### src/rtl/serial_tx_flow_gate.sv
module serial_tx_flow_gate #(
  parameter int CHAR_W = 8,
  parameter int SYNC_STAGES = 2,
  parameter logic [CHAR_W-1:0] XON_RESET = 8'h11,
  parameter logic [CHAR_W-1:0] XOFF_RESET = 8'h13
) (
  input  logic              clk,
  input  logic              rst_n,
  input  logic              cfg_txmask_we,
  input  logic [5:0]        cfg_txmask,
  input  logic              cfg_rxmask_we,
  input  logic [3:0]        cfg_rxmask,
  input  logic              cfg_xon_we,
  input  logic              cfg_xoff_we,
  input  logic [CHAR_W-1:0] cfg_char,
  input  logic              cts_i,
  input  logic              dsr_i,
  input  logic              dcd_i,
  input  logic              rx_char_vld,
  input  logic [CHAR_W-1:0] rx_char,
  output logic              rx_char_keep,
  input  logic              rx_almost_full,
  input  logic              src_vld,
  input  logic [CHAR_W-1:0] src_byte,
  output logic              src_rdy,
  output logic              tx_vld,
  output logic [CHAR_W-1:0] tx_byte,
  input  logic              tx_rdy,
  input  logic              tx_active,
  output logic              rts_o,
  output logic              dtr_o
);
  localparam int SR_W = SYNC_STAGES * 3;

  logic [SR_W-1:0]   sync_sr;
  logic [5:0]        txm_q;
  logic [3:0]        rxm_q;
  logic [CHAR_W-1:0] xon_q, xoff_q;
  logic              xoff_seen_q, self_halt_q, pend_off_q, pend_on_q;
  logic              af_q, rts_q, dtr_q;

  wire cts_s = sync_sr[SR_W-3];
  wire dsr_s = sync_sr[SR_W-2];
  wire dcd_s = sync_sr[SR_W-1];

  wire ins         = pend_off_q | pend_on_q;
  wire rts_ok      = !txm_q[5] | rts_q;
  wire modem_block = (txm_q[0] & !cts_s) | (txm_q[1] & !dsr_s) | (txm_q[2] & !dcd_s);
  wire data_ok     = !modem_block & !(txm_q[3] & xoff_seen_q) & !self_halt_q & rts_ok;
  wire ins_go      = ins & rts_ok & tx_rdy;
  wire af_rise     = rx_almost_full & !af_q;
  wire af_fall     = !rx_almost_full & af_q;

  assign tx_vld       = ins ? rts_ok : (src_vld & data_ok);
  assign tx_byte      = pend_off_q ? xoff_q : (pend_on_q ? xon_q : src_byte);
  assign src_rdy      = !ins & src_vld & data_ok & tx_rdy;
  assign rx_char_keep = rx_char_vld & (!rxm_q[2] | dsr_s);
  assign rts_o        = rts_q;
  assign dtr_o        = dtr_q;

  always_ff @(posedge clk or negedge rst_n) begin
    if (!rst_n) sync_sr <= '1;
    else        sync_sr <= {sync_sr[SR_W-4:0], dcd_i, dsr_i, cts_i};
  end

  always_ff @(posedge clk or negedge rst_n) begin
    if (!rst_n) begin
      txm_q  <= '0;
      rxm_q  <= '0;
      xon_q  <= XON_RESET;
      xoff_q <= XOFF_RESET;
    end else begin
      if (cfg_txmask_we) txm_q  <= cfg_txmask;
      if (cfg_rxmask_we) rxm_q  <= cfg_rxmask;
      if (cfg_xon_we)    xon_q  <= cfg_char;
      if (cfg_xoff_we)   xoff_q <= cfg_char;
    end
  end

  always_ff @(posedge clk or negedge rst_n) begin
    if (!rst_n) xoff_seen_q <= 1'b0;
    else if (!txm_q[3]) xoff_seen_q <= 1'b0;
    else if (rx_char_vld && rx_char == xoff_q) xoff_seen_q <= 1'b1;
    else if (rx_char_vld && rx_char == xon_q) xoff_seen_q <= 1'b0;
  end

  always_ff @(posedge clk or negedge rst_n) begin
    if (!rst_n) self_halt_q <= 1'b0;
    else if (txm_q[4]) self_halt_q <= 1'b0;
    else if (ins_go) self_halt_q <= pend_off_q;
  end

  always_ff @(posedge clk or negedge rst_n) begin
    if (!rst_n) begin
      pend_off_q <= 1'b0;
      pend_on_q  <= 1'b0;
      af_q       <= 1'b0;
    end else begin
      af_q <= rx_almost_full;
      if (ins_go) begin
        if (pend_off_q) pend_off_q <= 1'b0;
        else            pend_on_q  <= 1'b0;
      end
      if (rxm_q[3] && af_rise) begin
        pend_off_q <= 1'b1;
        pend_on_q  <= 1'b0;
      end else if (rxm_q[3] && af_fall) begin
        pend_on_q  <= 1'b1;
        pend_off_q <= 1'b0;
      end
    end
  end

  always_ff @(posedge clk or negedge rst_n) begin
    if (!rst_n) begin
      rts_q <= 1'b1;
      dtr_q <= 1'b1;
    end else begin
      rts_q <= txm_q[5] ? (src_vld | ins | tx_active) : !(rxm_q[0] & rx_almost_full);
      dtr_q <= !(rxm_q[1] & rx_almost_full);
    end
  end

  p_modem_block_r1: assert property (@(posedge clk) disable iff (!rst_n)
    (txm_q[0] && !cts_s) |-> !src_rdy);
  p_xoff_block_r2: assert property (@(posedge clk) disable iff (!rst_n)
    (txm_q[3] && xoff_seen_q) |-> !src_rdy);
  p_one_pending_r3: assert property (@(posedge clk) disable iff (!rst_n)
    $countones({pend_off_q, pend_on_q}) <= 1);
  p_insert_first_r3: assert property (@(posedge clk) disable iff (!rst_n)
    ins |-> !src_rdy);
  p_self_halt_r4: assert property (@(posedge clk) disable iff (!rst_n)
    (ins_go && pend_off_q && !txm_q[4]) |=> !src_rdy);
  p_toggle_rts_r5: assert property (@(posedge clk) disable iff (!rst_n)
    (txm_q[5] && !rts_o) |-> !tx_vld);
  p_dtr_drop_r6: assert property (@(posedge clk) disable iff (!rst_n)
    (rxm_q[1] && rx_almost_full) |=> !dtr_o);
  p_handshake_r10: assert property (@(posedge clk) disable iff (!rst_n)
    src_rdy |-> (tx_vld && tx_rdy));
endmodule

### config.mk
export PLATFORM = sky130hd
export DESIGN_NAME = serial_tx_flow_gate
export DESIGN_NICKNAME = d
export VERILOG_FILES = /design/src/rtl/serial_tx_flow_gate.sv
export SDC_FILE = /design/constraint.sdc
export NUM_CORES = 1
export LEC_CHECK = 0
export BUFFER_PORTS_ARGS = -buffer_cell sky130_fd_sc_hd__clkbuf_2
export CAP_MARGIN = 20
export CORE_MARGIN = 10
export CORE_UTILIZATION = 40
export DETAILED_ROUTE_END_ITERATION = 12
export PLACE_DENSITY = 0.64
export SLEW_MARGIN = 30
export SYNTH_ARGS = -nofsm -noshare
export SYNTH_HDL_FRONTEND = slang
export SYNTH_SLANG_ARGS = --single-unit
### constraint.sdc
create_clock -name clk -period 1.8 [get_ports clk]
set_clock_uncertainty 0.1 [all_clocks]
set_input_delay 0.09 -clock clk [delete_from_list [all_inputs] [get_ports clk]]
set_output_delay 0.09 -clock clk [all_outputs]
set_load 0.05 [all_outputs]
== Word-level counts from Yosys, hierarchy flattened ==
Index checks and enable logic that the tools add are counted.
Storage, ports and cells
  bits in writable memories: 0
  bits in latches: 0
  ROM bits: 0
  bits of input ports: 48
  memories kept: 0
  register bits: 39
  word-level logic and storage cells: 77
  output and inout bits: 13
Operators by class
  div/mod/pow operators: 0
  bitwise gates (word level): 25
  equal/unequal tests: 4
  shift operators: 0
  add/subtract/negate cells: 0
  reduce and logical (&&, ||, !) cells: 20
  $lt $le $gt $ge: 0
  muxes and demuxes: 16
  multiply operators: 0
Operator list (number)
  1-bit bitwise AND: 18
  8-bit equality test: 2
  8-bit 2-to-1 mux: 2
  1-bit 2-to-1 mux: 14
  1-bit zero test: 13
  1-bit OR: 7
  3-bit by 1-bit inequality test with 1-bit output, second input constant: 2
  1-bit logical AND: 4
  3-bit nonzero test: 1
  2-bit AND reduction: 1
  2-bit nonzero test: 1

== Longest topological paths before layout ==
Gate-level depths: netlist of the first run.
  depth in word-level cells: 10
  mapped depth: 4
  depth with buffers taken out: 4

== Least setup slack after synthesis of the first run ==
No wires, ideal clock.
  kind: flip-flop to output port
  start point: register rts_q, in the netlist rts_o
  end point: output port src_rdy
  required time: 1.610 ns
  stages on the path, launching flop included: 5
  path buffers: 0
  path slack: -0.317 ns
  arrival time: 1.927 ns
  cell sequence: dfstp_2 nor2b_4 a2111oi_2 o2111ai_1 nor2_1
Between the ends
  longest elaborated chain between the ends: 4
RTL lines
  start: declaration: line 40  | logic af_q, rts_q, dtr_q;
  start signal: assignment: line 119  | rts_q <= txm_q[5] ? (src_vld | ins | tx_active) : !(rxm_q[0] & rx_almost_full);
  1-bit OR: line 47  | wire rts_ok = !txm_q[5] | rts_q;
  1-bit bitwise AND: line 49  | wire data_ok = !modem_block & !(txm_q[3] & xoff_seen_q) & !self_halt_q & rts_ok;
  1-bit bitwise AND (2 in series): line 56  | assign src_rdy = !ins & src_vld & data_ok & tx_rdy;
  end: declaration: line 25  | output logic src_rdy,
Every way passes these cells.

== Worst setup path after layout of the first run ==
  start point: register sync_sr[3]
  end point: output port src_rdy
Between the ends
  longest elaborated chain between the ends: 10
RTL lines
  start: declaration: line 35  | logic [SR_W-1:0] sync_sr;
  start signal: assignment: line 63  | else sync_sr <= {sync_sr[SR_W-4:0], dcd_i, dsr_i, cts_i};
  1-bit zero test: line 48  | wire modem_block = (txm_q[0] & !cts_s) | (txm_q[1] & !dsr_s) | (txm_q[2] & !dcd_s);
  1-bit bitwise AND: line 48
  1-bit OR (2 in series): line 48
  1-bit zero test: line 49
  1-bit bitwise AND (3 in series): line 49
  1-bit bitwise AND (2 in series): line 56
Every way passes these cells.

==> results of run 1 <==
final cells by class:
| class | instances | area [um^2] |
|---|---|---|
| Sequential cell | 39 | 992 |
| Clock buffer | 5 | 68.8 |
| Inverter | 3 | 11.3 |
| Clock inverter | 3 | 47.5 |
| Tap cell | 52 | 65.1 |
| Multi-Input combinational cell | 104 | 832 |
| Fill cell | 372 | 1710 |
| Timing Repair Buffer | 93 | 656 |
worst max-delay path: stages (launching register included):
cell,delay [ps]
dfstp_2,530
nor2b_2,40
a2111oi_4,340
o2111ai_2,210
nor2_2,160
buf_8,160
placed cells by master, fill, tap and decap left out, types with 2 or more instances in the layout:
master,n
buf_4,2
nand2_1,14
mux2_2,25
clkbuf_8,5
a21oi_1,2
xor2_1,4
o21ai_1,9
dlygate4sd3_1,30
o21ai_0,3
xnor2_1,12
mux2i_1,8
nand2b_1,4
clkbuf_2,58
nand4_1,2
nand3_1,4
buf_8,2
inv_1,3
dfstp_2,13
dfrtp_1,26
nor2_1,4
synth_stat cells, types with 3 or more instances:
cell | number | area share
clkbuf_1 | 5 | 0.010
dfrtp_1 | 26 | 0.36
mux2_2 | 25 | 0.15
inv_1 | 3 | 0.0061
dfstp_2 | 13 | 0.19
xor2_1 | 4 | 0.019
nand2b_1 | 4 | 0.014
nor2_1 | 5 | 0.010
nand2_1 | 14 | 0.029
nand3_1 | 4 | 0.011
xnor2_1 | 12 | 0.057
o21ai_0 | 11 | 0.030
mux2i_1 | 8 | 0.044
metrics by stage:
step | setup TNS (ps) | worst slack (ps) | util | cell area, um^2
floorplan | -150 | -150 | - | 1840
global placement | 0 | 62.8 | 0.505 | 2210
detailed placement | 0 | 23.7 | 0.505 | 2210
CTS | -227 | -135 | 0.609 | 2670
global route | -349 | -198 | 0.610 | 2670
finish | -237 | -142 | 0.610 | 2670
worst paths after layout:
kind	from	to	slack, ps	cells past startpoint
min in group asynchronous	rst_n	rxm_q[1]	210	2
worst max register to register	rxm_q[2]	rxm_q[2]	380	2
worst min-delay path	cfg_txmask_we	txm_q[1]	10	2
worst max-delay path	sync_sr[3]	src_rdy	-140	5
worst min register to register	sync_sr[1]	sync_sr[4]	260	0
max in group asynchronous	rst_n	xon_q[4]	820	3
kinds of logic (layout without fill, tap and decap cells):
| group | count (synthesis) | in the layout |
|---|---|---|
| flip-flops | 39 | 39 |
| multiplexers | 33 | 33 |
| AND/OR/NAND/NOR | 32 | 32 |
| AO/OA/AOI/OAI | 23 | 23 |
| XOR/XNOR | 16 | 16 |
| buffers and inverters | 9 | 104 |
power breakdown:
part / switching (W) / internal (W) / total (W)
Clock: 0.000338 / 0.000420 / 0.000758
Combinational: 0.000387 / 0.000284 / 0.000671
Sequential: 0.0000603 / 0.000972 / 0.00103
Total: 0.000785 / 0.00168 / 0.00246
registers in the layout (all words and copies together) (netlist names):
name / count
xoff_q: 8
xon_q: 8
sync_sr: 6
txm_q: 6
rxm_q: 4
af_q: 1
dtr_o: 1
pend_off_q: 1
pend_on_q: 1
rts_o: 1
self_halt_q: 1
xoff_seen_q: 1
per-layer routing:
layer | up-vias | global-route usage | share of wire
met3 | 6 | 0.0446 | 0.057
met4 | 0 | 0.0522 | 0.015
met1 | 726 | 0.149 | 0.41
met5 | - | 0 | 0
met2 | 33 | 0.228 | 0.51
li1 | 723 | - | -
timing repair:
action / in CTS / in global routing
endpoints found under the hold margin: 50 / 0
setup endpoints to repair: 2 / 2
pin swaps: 3 / 2
hold buffers: 30 / 0
gates resized for setup: 7 / 2
==> results_dict.tcl, run 1 <==
set metrics [dict create \
    run_status "finished, violations left" \
    violations "negative setup slack" \
    nets 294 \
    p_leak_nw 1.19 \
    numClockSinks 39 \
    yosys.area_share.simple 0.0847 \
    setup-violations-final 2 \
    synth_fa_ha_area_frac 0 \
    synthFlopType "dfrtp_1" \
    start_kind "flip-flop" \
    synth-edff-count 0 \
    rows 24 \
    vias_per_cell 4.98 \
    cts_tree "yes" \
    die_w_um 87.7 \
    layout-drive-gt1-share 0.470 \
    drv_slew 0 \
    clk_latency_ps 300 \
    holdWs_ps 13.5 \
    grt_overflow 0 \
    cts_made_buffers 5 \
    fmax_mhz 515 \
    drv_cap 0 \
    cts.htree.levels 2 \
    synthMuxAreaShare 0.197 \
    synth_top_family_by_area "multiplexers" \
    yosysWarnings 0 \
    initial_core_util 0.418 \
    layout_min_cycle_time_ps 1940 \
    wire_per_inst_um 16.2 \
    cp_max_fo 2 \
    io_pins 61 \
    ys_types 27 \
    dp.cells 261 \
    avgSynthCellArea_um2 12.1 \
    cp.arrival_ps 1750 \
    grt_start_max_net_pins 22 \
    crit_required_ps 1610 \
    clkTransAtPathRegs_ps 80 \
    antenna_cells 0 \
    finalCritPeriodShare 1.08 \
    ctsLongestPathBuffers 2 \
    antenna_found_initial 0 \
    num_vias 1488 \
    p_per_area_nw_per_um2 921 \
    remaining_drc_errors 0 \
    fin_cells 299 \
    root_buffer "clkbuf_8" \
    power.total_w 0.00246 \
    synth_xor_area_frac 0.0765 \
    finalWirelength_um 4860 \
    die_y_um 87.7 \
    seq_area_frac_synth 0.542 \
    drtAntennaViolNets 0 \
    hp-class "primary input to flip-flop" \
    worst_pin_slew_ps 505 \
    syn_area_um2 1830 \
    grt_util_all_layers 0.133 \
    vdd_drop_max_mv 0.464 \
    setup_slack_ps -142 \
    hpwl_um 3560 \
    syn-instance-count 152 \
    synth_compound_area_frac 0.0806 \
    grt_pass1_wl_um 8050 \
    final_hold_viol_count 0 \
    rsz0062_at_grt "yes" \
    dr.pass1.iters 4 \
    post_cts.repair.setup_buffers 0 \
    synth_seq_cells 39 \
    gp_congestion 0.814 \
    port_buffers 60 \
    core_region_area_um2 4380 \
    area_delta_synth_final_pct 45.9 \
    synth_fp_nets 200 \
    die_area_um2 7690 \
    slew_headroom 0.664 \
    cp-end-kind "primary output" \
    worst-setup-path-type "flip-flop to primary output" \
    async_flop_share 1.00 \
    drt_iter0_drc 63 \
    grt_pass1_vias 1639 \
]
Note: power is estimated with default switching activity, not from simulation.
==> inputs of run 2 (changes only) <==
--- a/config.mk
+++ b/config.mk
@@ -11,7 +11,7 @@
 export CORE_UTILIZATION = 40
 export DETAILED_ROUTE_END_ITERATION = 12
 export PLACE_DENSITY = 0.64
-export SLEW_MARGIN = 30
+export SKIP_CTS_REPAIR_TIMING = 1
 export SYNTH_ARGS = -nofsm -noshare
 export SYNTH_HDL_FRONTEND = slang
 export SYNTH_SLANG_ARGS = --single-unit
==> run 2 against run 1 <==
  * Largest cell class unchanged
  * Via count down 0.87%
  * First-iteration DRC count down 17%
  * Critical path type unchanged
  * The run still ends with negative setup slack left
  * Final area down 0.66%
  * Largest power group unchanged
==> results_dict.tcl, run 2 (same netlist as run 1, synthesis figures left out) <==
set metrics [dict create \
    final_common_cell "clkbuf_2" \
    crit_required_ps 1610 \
    antenna_cells 0 \
    dp.cells 261 \
    cp.arrival_ps 1750 \
    dr.pass1.iters 4 \
    fmax_mhz 516 \
    gp_congestion 0.814 \
    cts.htree.levels 2 \
    clkTransAtPathRegs_ps 80 \
    io_pins 61 \
    fin_cells 298 \
    die_y_um 87.7 \
    hp-class "primary input to flip-flop" \
    worst-setup-path-type "flip-flop to primary output" \
    remaining_drc_errors 0 \
    cp-end-kind "primary output" \
    num_vias 1475 \
    die_area_um2 7690 \
    finalCritPeriodShare 1.08 \
    drtAntennaViolNets 0 \
    grt_pass1_wl_um 7120 \
    ctsLongestPathBuffers 2 \
    finalWirelength_um 4860 \
    grt_pass1_vias 1482 \
    numClockSinks 39 \
    layout-drive-gt1-share 0.472 \
    layout_min_cycle_time_ps 1940 \
    drt_iter0_drc 52 \
    grt_util_all_layers 0.118 \
    rows 24 \
    crit_chain "nor2b_2, a2111oi_4, o2111ai_2, nor2_2, buf_6" \
    root_buffer "clkbuf_8" \
    drv_cap 0 \
    worst_pin_slew_ps 500 \
    hpwl_um 3560 \
    mostFrequentLayoutCells "clkbuf_2, dlygate4sd3_1, dfrtp_1" \
    rsz0062_at_grt "yes" \
    largestRegisters "xoff_q x8, xon_q x8" \
    setup_slack_ps -138 \
    run_status "finished, violations left" \
    wire_per_inst_um 16.3 \
    clk_latency_ps 300 \
    setup-violations-final 2 \
    cts_tree "yes" \
    p_per_area_nw_per_um2 923 \
    drv_slew 0 \
    initial_core_util 0.418 \
    vdd_drop_max_mv 0.463 \
    antenna_found_initial 0 \
    start_kind "flip-flop" \
    final_util 0.606 \
    port_buffers 60 \
    final_hold_viol_count 0 \
    p_leak_nw 1.18 \
    vias_per_cell 4.95 \
    setup-tns-final_ps -212 \
    die_w_um 87.7 \
    cp_max_fo 2 \
    slew_headroom 0.667 \
    grt_overflow 0 \
    power.total_w 0.00245 \
    core_region_area_um2 4380 \
    slowest_delay_ps 530 \
    cts_made_buffers 5 \
    crit_path_top_delay_cell "dfstp_2" \
    area_delta_synth_final_pct 44.9 \
    fill_cells 379 \
    nets 293 \
    violations "negative setup slack" \
    grt_start_max_net_pins 22 \
]
[run 2: cell types whose count changed in the layout (fill, tap and decap cells not counted)]
cell / delta
dlygate4sd3_1: -1
buf_8: -2
buf_6: +2
[run 2: critical path, delay by kind of cell, from the launching register on]
family	cells	cell delay, ps
flip-flops	1	530
AO/OA/AOI/OAI	2	530
buffers and inverters	1	170
AND/OR/NAND/NOR	2	210
[run 2: routing by layer]
layer	up-vias	wire (um)	track usage	share of wire
met4	0	104	0.0478	0.021
met5	-	0	0	0
met1	713	1970	0.136	0.41
met2	34	2530	0.192	0.52
met3	8	259	0.0446	0.053
li1	720	-	-	-
[run 2: report_power, final]
| part | internal [W] | switching (W) | total [W] | leakage, nW |
|---|---|---|---|---|
| combinational | 0.000277 | 0.000385 | 0.000662 | 0.671 |
| sequential | 0.000972 | 0.0000598 | 0.00103 | 0.448 |
| clock | 0.000420 | 0.000337 | 0.000757 | 0.0587 |
| total | 0.00167 | 0.000782 | 0.00245 | 1.18 |
[run 2: metrics by stage]
stage | worst slack, ps | hold WS [ps] | cell area, um^2
6_report | -138 | 3.83 | 2660
5_1_grt | -192 | 12.2 | 2660
4_1_cts | -311 | -349 | 2330
2_1_floorplan | -150 | -306 | 1840
3_3_place_gp | 62.8 | -23.0 | 2210
3_5_place_dp | 23.7 | -18.4 | 2210
[run 2: worst paths after layout]
kind | startpoint | to | slack, ps | cells past startpoint
max | sync_sr[3] | src_rdy | -140 | 5
max in group asynchronous | rst_n | xon_q[4] | 820 | 3
max reg2reg | rxm_q[3] | rxm_q[3] | 380 | 2
min reg2reg | sync_sr[1] | sync_sr[4] | 260 | 0
min | cfg_txmask_we | txm_q[1] | 4 | 2
min in group asynchronous | rst_n | rxm_q[1] | 210 | 2
[run 2: layout make-up]
cell class                      count  area [um^2]  share of cell area
Sequential cell                    39          992               0.374
Multi-Input combinational cell    104          832               0.313
Timing Repair Buffer               92          638               0.240
Clock buffer                        5         68.8              0.0259
Tap cell                           52         65.1              0.0245
Clock inverter                      3         47.5              0.0179
Inverter                            3         11.3             0.00424
